## config.mk

```make
export PLATFORM = sky130hd
export DESIGN_NAME = adc_pair_formatter
export DESIGN_NICKNAME = d
export VERILOG_FILES = /design/src/rtl/fmt_pkg.sv /design/src/rtl/fmt_coder.sv /design/src/rtl/fmt_delay.sv /design/src/rtl/fmt_lane_mux.sv /design/src/rtl/adc_pair_formatter.sv
export SDC_FILE = /design/constraint.sdc
export NUM_CORES = 1
export LEC_CHECK = 0
export CORE_MARGIN = 4
export CORE_UTILIZATION = 23
export CTS_CLUSTER_SIZE = 25
export DETAILED_ROUTE_END_ITERATION = 16
export PLACE_DENSITY = 0.43
export RECOVER_POWER = 25
export SLEW_MARGIN = 20
export SYNTH_ARGS = -nofsm -noshare
export SYNTH_HDL_FRONTEND = slang
export SYNTH_SLANG_ARGS = --single-unit
```

## constraint.sdc

```tcl
create_clock -name clk -period 2.5 [get_ports clk]
set_clock_uncertainty 0.1 [all_clocks]
set_input_delay 0.375 -clock clk [delete_from_list [all_inputs] [get_ports clk]]
set_output_delay 0.375 -clock clk [all_outputs]
set_load 0.02 [all_outputs]
```

## src/rtl/fmt_pkg.sv

```systemverilog
package fmt_pkg;

    typedef enum logic [1:0] {
        CODE_OFFS = 2'd0,
        CODE_TWOS = 2'd1,
        CODE_GRAY = 2'd2,
        CODE_RSVD = 2'd3
    } code_e;

    typedef enum logic [1:0] {
        MODE_SPLIT = 2'd0,
        MODE_ILV   = 2'd1,
        MODE_PAIR  = 2'd2,
        MODE_RSVD  = 2'd3
    } mode_e;

    // the unused encoding falls back to split buses
    function automatic logic is_ilv(input logic [1:0] m);
        return m == MODE_ILV;
    endfunction

    function automatic logic is_pair(input logic [1:0] m);
        return m == MODE_PAIR;
    endfunction

endpackage

```

## src/rtl/fmt_coder.sv

```systemverilog
module fmt_coder
    import fmt_pkg::*;
#(
    parameter int W = 14
) (
    input  logic [W-1:0] raw,
    input  logic [1:0]   code,
    output logic [W-1:0] coded
);
    logic [W-1:0] gray;
    logic [W-1:0] twos;

    // Gray: each bit is XOR of itself and its upper neighbour
    assign gray[W-1] = raw[W-1];
    for (genvar i = 0; i < W - 1; i++) begin : g_gray
        assign gray[i] = raw[i] ^ raw[i+1];
    end

    assign twos = {~raw[W-1], raw[W-2:0]};

    always_comb begin
        case (code)
            CODE_TWOS: coded = twos;
            CODE_GRAY: coded = gray;
            default:   coded = raw;
        endcase
    end
endmodule

```

## src/rtl/fmt_delay.sv

```systemverilog
module fmt_delay #(
    parameter int W     = 30,
    parameter int DEPTH = 16
) (
    input  logic         clk,
    input  logic         rst,
    input  logic         adv,
    input  logic [W-1:0] din,
    output logic [W-1:0] dout
);
    logic [W-1:0] stg_d [DEPTH];
    logic [W-1:0] stg_q [DEPTH];

    for (genvar i = 0; i < DEPTH; i++) begin : g_stage
        if (i == 0) begin : g_head
            always_comb stg_d[i] = adv ? din : stg_q[i];
        end else begin : g_body
            always_comb stg_d[i] = adv ? stg_q[i-1] : stg_q[i];
        end

        always_ff @(posedge clk) begin
            if (rst) stg_q[i] <= '0;
            else     stg_q[i] <= stg_d[i];
        end
    end

    assign dout = stg_q[DEPTH-1];
endmodule

```

## src/rtl/fmt_lane_mux.sv

```systemverilog
module fmt_lane_mux
    import fmt_pkg::*;
#(
    parameter int W = 14   // must be even: lanes carry bit pairs
) (
    input  logic [1:0]   mode,
    input  logic         half,
    input  logic [W-1:0] a,
    input  logic [W-1:0] b,
    input  logic         oa,
    input  logic         ob,
    output logic [W-1:0] wa,
    output logic [W-1:0] wb,
    output logic         woa,
    output logic         wob,
    output logic         dcb_en
);
    localparam int LANES = W / 2;

    logic [LANES-1:0] pa;
    logic [LANES-1:0] pb;

    for (genvar i = 0; i < LANES; i++) begin : g_lane
        assign pa[i] = half ? a[2*i+1] : a[2*i];
        assign pb[i] = half ? b[2*i+1] : b[2*i];
    end

    always_comb begin
        wa     = a;
        wb     = b;
        woa    = oa;
        wob    = ob;
        dcb_en = 1'b1;
        if (is_ilv(mode)) begin
            wa     = half ? b : a;
            wb     = '0;
            woa    = half ? ob : oa;
            wob    = 1'b0;
            dcb_en = 1'b0;
        end else if (is_pair(mode)) begin
            wa = {{(W-LANES){1'b0}}, pa};
            wb = {{(W-LANES){1'b0}}, pb};
        end
    end
endmodule

```

## src/rtl/adc_pair_formatter.sv

```systemverilog
module adc_pair_formatter
    import fmt_pkg::*;
#(
    parameter int SMP_W   = 14,
    parameter int LATENCY = 16
) (
    input  logic             clk,
    input  logic             rst,
    input  logic [SMP_W-1:0] smp_a,
    input  logic [SMP_W-1:0] smp_b,
    input  logic             ovr_a,
    input  logic             ovr_b,
    input  logic [1:0]       code_sel,
    input  logic [1:0]       bus_mode,
    input  logic             oe_n,
    output logic [SMP_W-1:0] bus_a,
    output logic [SMP_W-1:0] bus_b,
    output logic             ovr_a_o,
    output logic             ovr_b_o,
    output logic             dclk_a,
    output logic             dclk_b
);
    localparam int PW = 2 * SMP_W + 2;

    typedef struct packed {
        logic             oa;
        logic             ob;
        logic [SMP_W-1:0] a;
        logic [SMP_W-1:0] b;
    } word_t;

    typedef struct packed {
        logic             phase;   // 0: next edge opens a conversion period
        word_t            cur;     // word on the bus in this period
        logic [1:0]       mode;    // arrangement latched at the boundary
        logic [SMP_W-1:0] bus_a;
        logic [SMP_W-1:0] bus_b;
        logic             oa;
        logic             ob;
        logic             dca;
        logic             dcb;
    } st_t;

    st_t s_d, s_q;

    logic             capture;
    logic [SMP_W-1:0] ca, cb;
    word_t            cap_w, pipe_w, src_w;
    logic [PW-1:0]    pipe_raw;
    logic [1:0]       mode_eff;
    logic [SMP_W-1:0] wa, wb;
    logic             woa, wob, dcb_en;

    assign capture = !s_q.phase;

    fmt_coder #(.W(SMP_W)) u_code_a (.raw(smp_a), .code(code_sel), .coded(ca));
    fmt_coder #(.W(SMP_W)) u_code_b (.raw(smp_b), .code(code_sel), .coded(cb));

    assign cap_w = '{oa: ovr_a, ob: ovr_b, a: ca, b: cb};

    fmt_delay #(.W(PW), .DEPTH(LATENCY)) u_delay (
        .clk  (clk),
        .rst  (rst),
        .adv  (capture),
        .din  (cap_w),
        .dout (pipe_raw)
    );
    assign pipe_w = word_t'(pipe_raw);

    assign src_w    = capture ? pipe_w : s_q.cur;
    assign mode_eff = capture ? bus_mode : s_q.mode;

    fmt_lane_mux #(.W(SMP_W)) u_mux (
        .mode   (mode_eff),
        .half   (s_q.phase),
        .a      (src_w.a),
        .b      (src_w.b),
        .oa     (src_w.oa),
        .ob     (src_w.ob),
        .wa     (wa),
        .wb     (wb),
        .woa    (woa),
        .wob    (wob),
        .dcb_en (dcb_en)
    );

    always_comb begin
        s_d       = s_q;
        s_d.phase = ~s_q.phase;
        if (capture) begin
            s_d.cur  = pipe_w;
            s_d.mode = bus_mode;
        end
        s_d.dca = s_q.phase;
        s_d.dcb = s_q.phase & dcb_en;
        if (oe_n) begin
            s_d.bus_a = '0;
            s_d.bus_b = '0;
            s_d.oa    = 1'b0;
            s_d.ob    = 1'b0;
        end else begin
            s_d.bus_a = wa;
            s_d.bus_b = wb;
            s_d.oa    = woa;
            s_d.ob    = wob;
        end
    end

    always_ff @(posedge clk) begin
        if (rst) s_q <= '0;
        else     s_q <= s_d;
    end

    assign bus_a   = s_q.bus_a;
    assign bus_b   = s_q.bus_b;
    assign ovr_a_o = s_q.oa;
    assign ovr_b_o = s_q.ob;
    assign dclk_a  = s_q.dca;
    assign dclk_b  = s_q.dcb;
endmodule

```

==> run metrics <==
outcome=completed; cts hold-fix bufs=0; Worst-Margin Slew=1.06 ns; Clock transition at path regs=0.06 ns; Die Ht=306 um; Post-Syn Nets=1963; CP startpoint kind=register; Setup-failing EPs final=0; global-route wire length before repair=66000 um; path type of the worst min-delay path=primary input to register; Core Footprint=87300 um2; grt ovf=0; Syn. warnings=0; reg2reg end=u_delay.stg_q[4][27]$_SDFFE_PP0N_; Clock Tree Buf Depth=3; clock share of power=0.461; Placed Area=21600 um2; fin nets=1954; number of port buffers=68; Psw=4.02 mW; clock sink total=545; antenna-violating nets left=0; post-layout min period=2.17 ns; critical path type=register to register; via count of the routed design=12600; clk_lat worst skew=0.58 ns; placed cells=3011; Gate Count Post-Synth=1921; area of the mapped netlist=20400 um2; Power Density=782 nW/um2; Reg power frac=0.481; die footprint=93400 um2; dpl ws=0.0128 ns; sw frac=0.219; initial antenna violation count=0; syn_area_per_cell=10.6 um2; Detailed Routing Iterations Pass 1=4; RSZ-0062 raised after global routing=false; total negative slack=0 ns; vias in the first global route=11900; Achievable Freq=461 MHz; initial core utilization=0.233; logic gate share of total power=0.058; commonest non-fill, non-tap cell in the layout=dfxtp_1; fillcell total=9164; CTS Root Cell=clkbuf_16; depth of the CTS H-tree=2; drt total wl=39800 um; # IOs=69; P_leak=9.11 nW; Final Hold Viols=0; pin count of the biggest net entering global routing=132; r2r worst-path depth=4; Rel. slew slack=0.291; die width=306 um; FF-to-FF setup slack=0.33 ns; TritonCTS clock tree=yes; distinct cell type count after synthesis=34; # DRC=0; GPL Wtd Cong=0.769; Peak VDD IR=0.459 mV; sequential share of the synthesized area=0.536; Hold Path Depth=2; Critical Path RT=2.85 ns; area delta synth->final=15.4%; CP max FO=62; total power=18.4 mW; Worst Slack Setup Final=0.330 ns; most frequent cells in the layout=544 x dfxtp_1, 492 x nor2_1, 489 x mux2i_1; CP Capture Point=u_delay.stg_q[4][27]$_SDFFE_PP0N_; Post CTS Setup Buffer Count=0; CTS Buf Count=54; CP arrival=2.52 ns; wire length per cell=12.8 um; Max-cap violations=0; DP HPWL=24300 um; Int Pwr=14.4 mW; Reg2Reg Launch Point=s_d[1]$_SDFF_PP0_; layout cells sized above 1=0.0695; post-route clock period utilization=0.868; Total GRT Usage=0.0841; Diodes inserted=0; vias per inst=4.03; post-synthesis register bit count=545; post-cts sizing count=0; Core Rows=108; 1st-iter DRT viols=611; final non-filler cell total=3112; Crit. End Element=register; Critical Path Source=s_d[1]$_SDFF_PP0_; Finished Cell Area=23500 um2; max-slew violations=0
## final cells by class
| class | instances | area (um2) | area share |
|---|---|---|---|
| clock buffer | 90 | 1740 | 0.0741 |
| clock inverter | 11 | 158 | 0.00671 |
| inverter | 5 | 18.8 | 0.000799 |
| multi-input combinational | 1210 | 8200 | 0.349 |
| sequential | 545 | 10900 | 0.465 |
| tap | 1155 | 1450 | 0.0615 |
| timing repair buffer | 96 | 1020 | 0.0432 |
## sequential cells by signal, summed over array words and instances (netlist names)
register,count
ovr_b_o,1
bus_b,14
s_q,32
dclk_a,1
u_delay.stg_q,480
bus_a,14
dclk_b,1
ovr_a_o,1
s_d,1
## power groups by stage
stage          Sequential [mW]  Clock [mW]  Combinational (mW)
4_1_cts                   8.84        8.84                1.08
2_1_floorplan             9.00           0               0.903
6_report                  8.84        8.47                1.06
3_5_place_dp              9.04           0                1.08
3_3_place_gp              9.04           0                1.06
5_1_grt                   8.84        9.15                1.15
## layer usage
layer	global-route usage	share of wire	up-vias
li1	-	-	6466
met1	0.123	0.52	5868
met2	0.123	0.42	153
met3	0.0160	0.032	65
met4	0.0300	0.027	0
met5	0	0	-
## logic make-up after synthesis
| group | Yosys count | synth area share |
|---|---|---|
| muxes | 502 | 0.251 |
| DFF | 545 | 0.536 |
| buffers and inverters | 166 | 0.0616 |
| adders and majority gates | 5 | 0.00307 |
| and+or+nand+nor | 591 | 0.115 |
| AOI/OAI and AO/OA | 112 | 0.0337 |
## cell usage after synthesis, drive strengths merged
library cell | number | area (um2)
nand2 | 59 | 221
a221o | 4 | 40.0
nand2b | 13 | 81.3
nor2b | 10 | 70.1
nor2 | 492 | 1850
clkbuf | 30 | 113
nor3 | 3 | 15.0
dfxtp | 545 | 10900
mux2 | 7 | 78.8
inv | 5 | 18.8
mux4 | 6 | 139
o211ai | 2 | 15.0
buf | 131 | 1120
mux2i | 489 | 4890
nand3b | 3 | 22.5
and3 | 1 | 6.26
or3 | 4 | 35.0
a211oi | 4 | 30.0
ha | 5 | 62.6
o21ai | 6 | 30.0
o31ai | 26 | 195
a21oi | 62 | 310
a31oi | 2 | 12.5
nor3b | 2 | 15.0
o2111ai | 6 | 52.6
or2 | 4 | 25.0
## worst max-delay path, cell delays in order, from the launching register on
cell and delay (ns):
dfxtp_4 0.39, buf_12 0.26, buf_4 0.85, mux2i_1 0.27, nor2_1 0.06
## worst min path at each step
| stage | start | endpoint | slack, ns |
|---|---|---|---|
| 6_report | rst | u_delay.stg_q[9][1]$_SDFFE_PP0N_ | 0.05 |
| 3_3_place_gp | u_delay.stg_q[0][4]$_SDFFE_PP0N_ | u_delay.stg_q[0][4]$_SDFFE_PP0N_ | 0.34 |
| 5_1_grt | rst | u_delay.stg_q[9][24]$_SDFFE_PP0N_ | 0.03 |
| 4_1_cts | rst | u_delay.stg_q[9][24]$_SDFFE_PP0N_ | 0.01 |
| 2_1_floorplan | u_delay.stg_q[0][0]$_SDFFE_PP0N_ | u_delay.stg_q[0][0]$_SDFFE_PP0N_ | 0.32 |
| 3_5_place_dp | u_delay.stg_q[0][10]$_SDFFE_PP0N_ | u_delay.stg_q[0][10]$_SDFFE_PP0N_ | 0.34 |
## per-stage QoR
step,util,hold WS (ns)
4_1_cts,0.269,0.0138
3_3_place_gp,0.248,0.342
5_1_grt,0.269,0.0347
2_1_floorplan,-,0.324
3_5_place_dp,0.248,0.344
6_report,0.269,0.0542
Power figures use the tool's default switching activity.
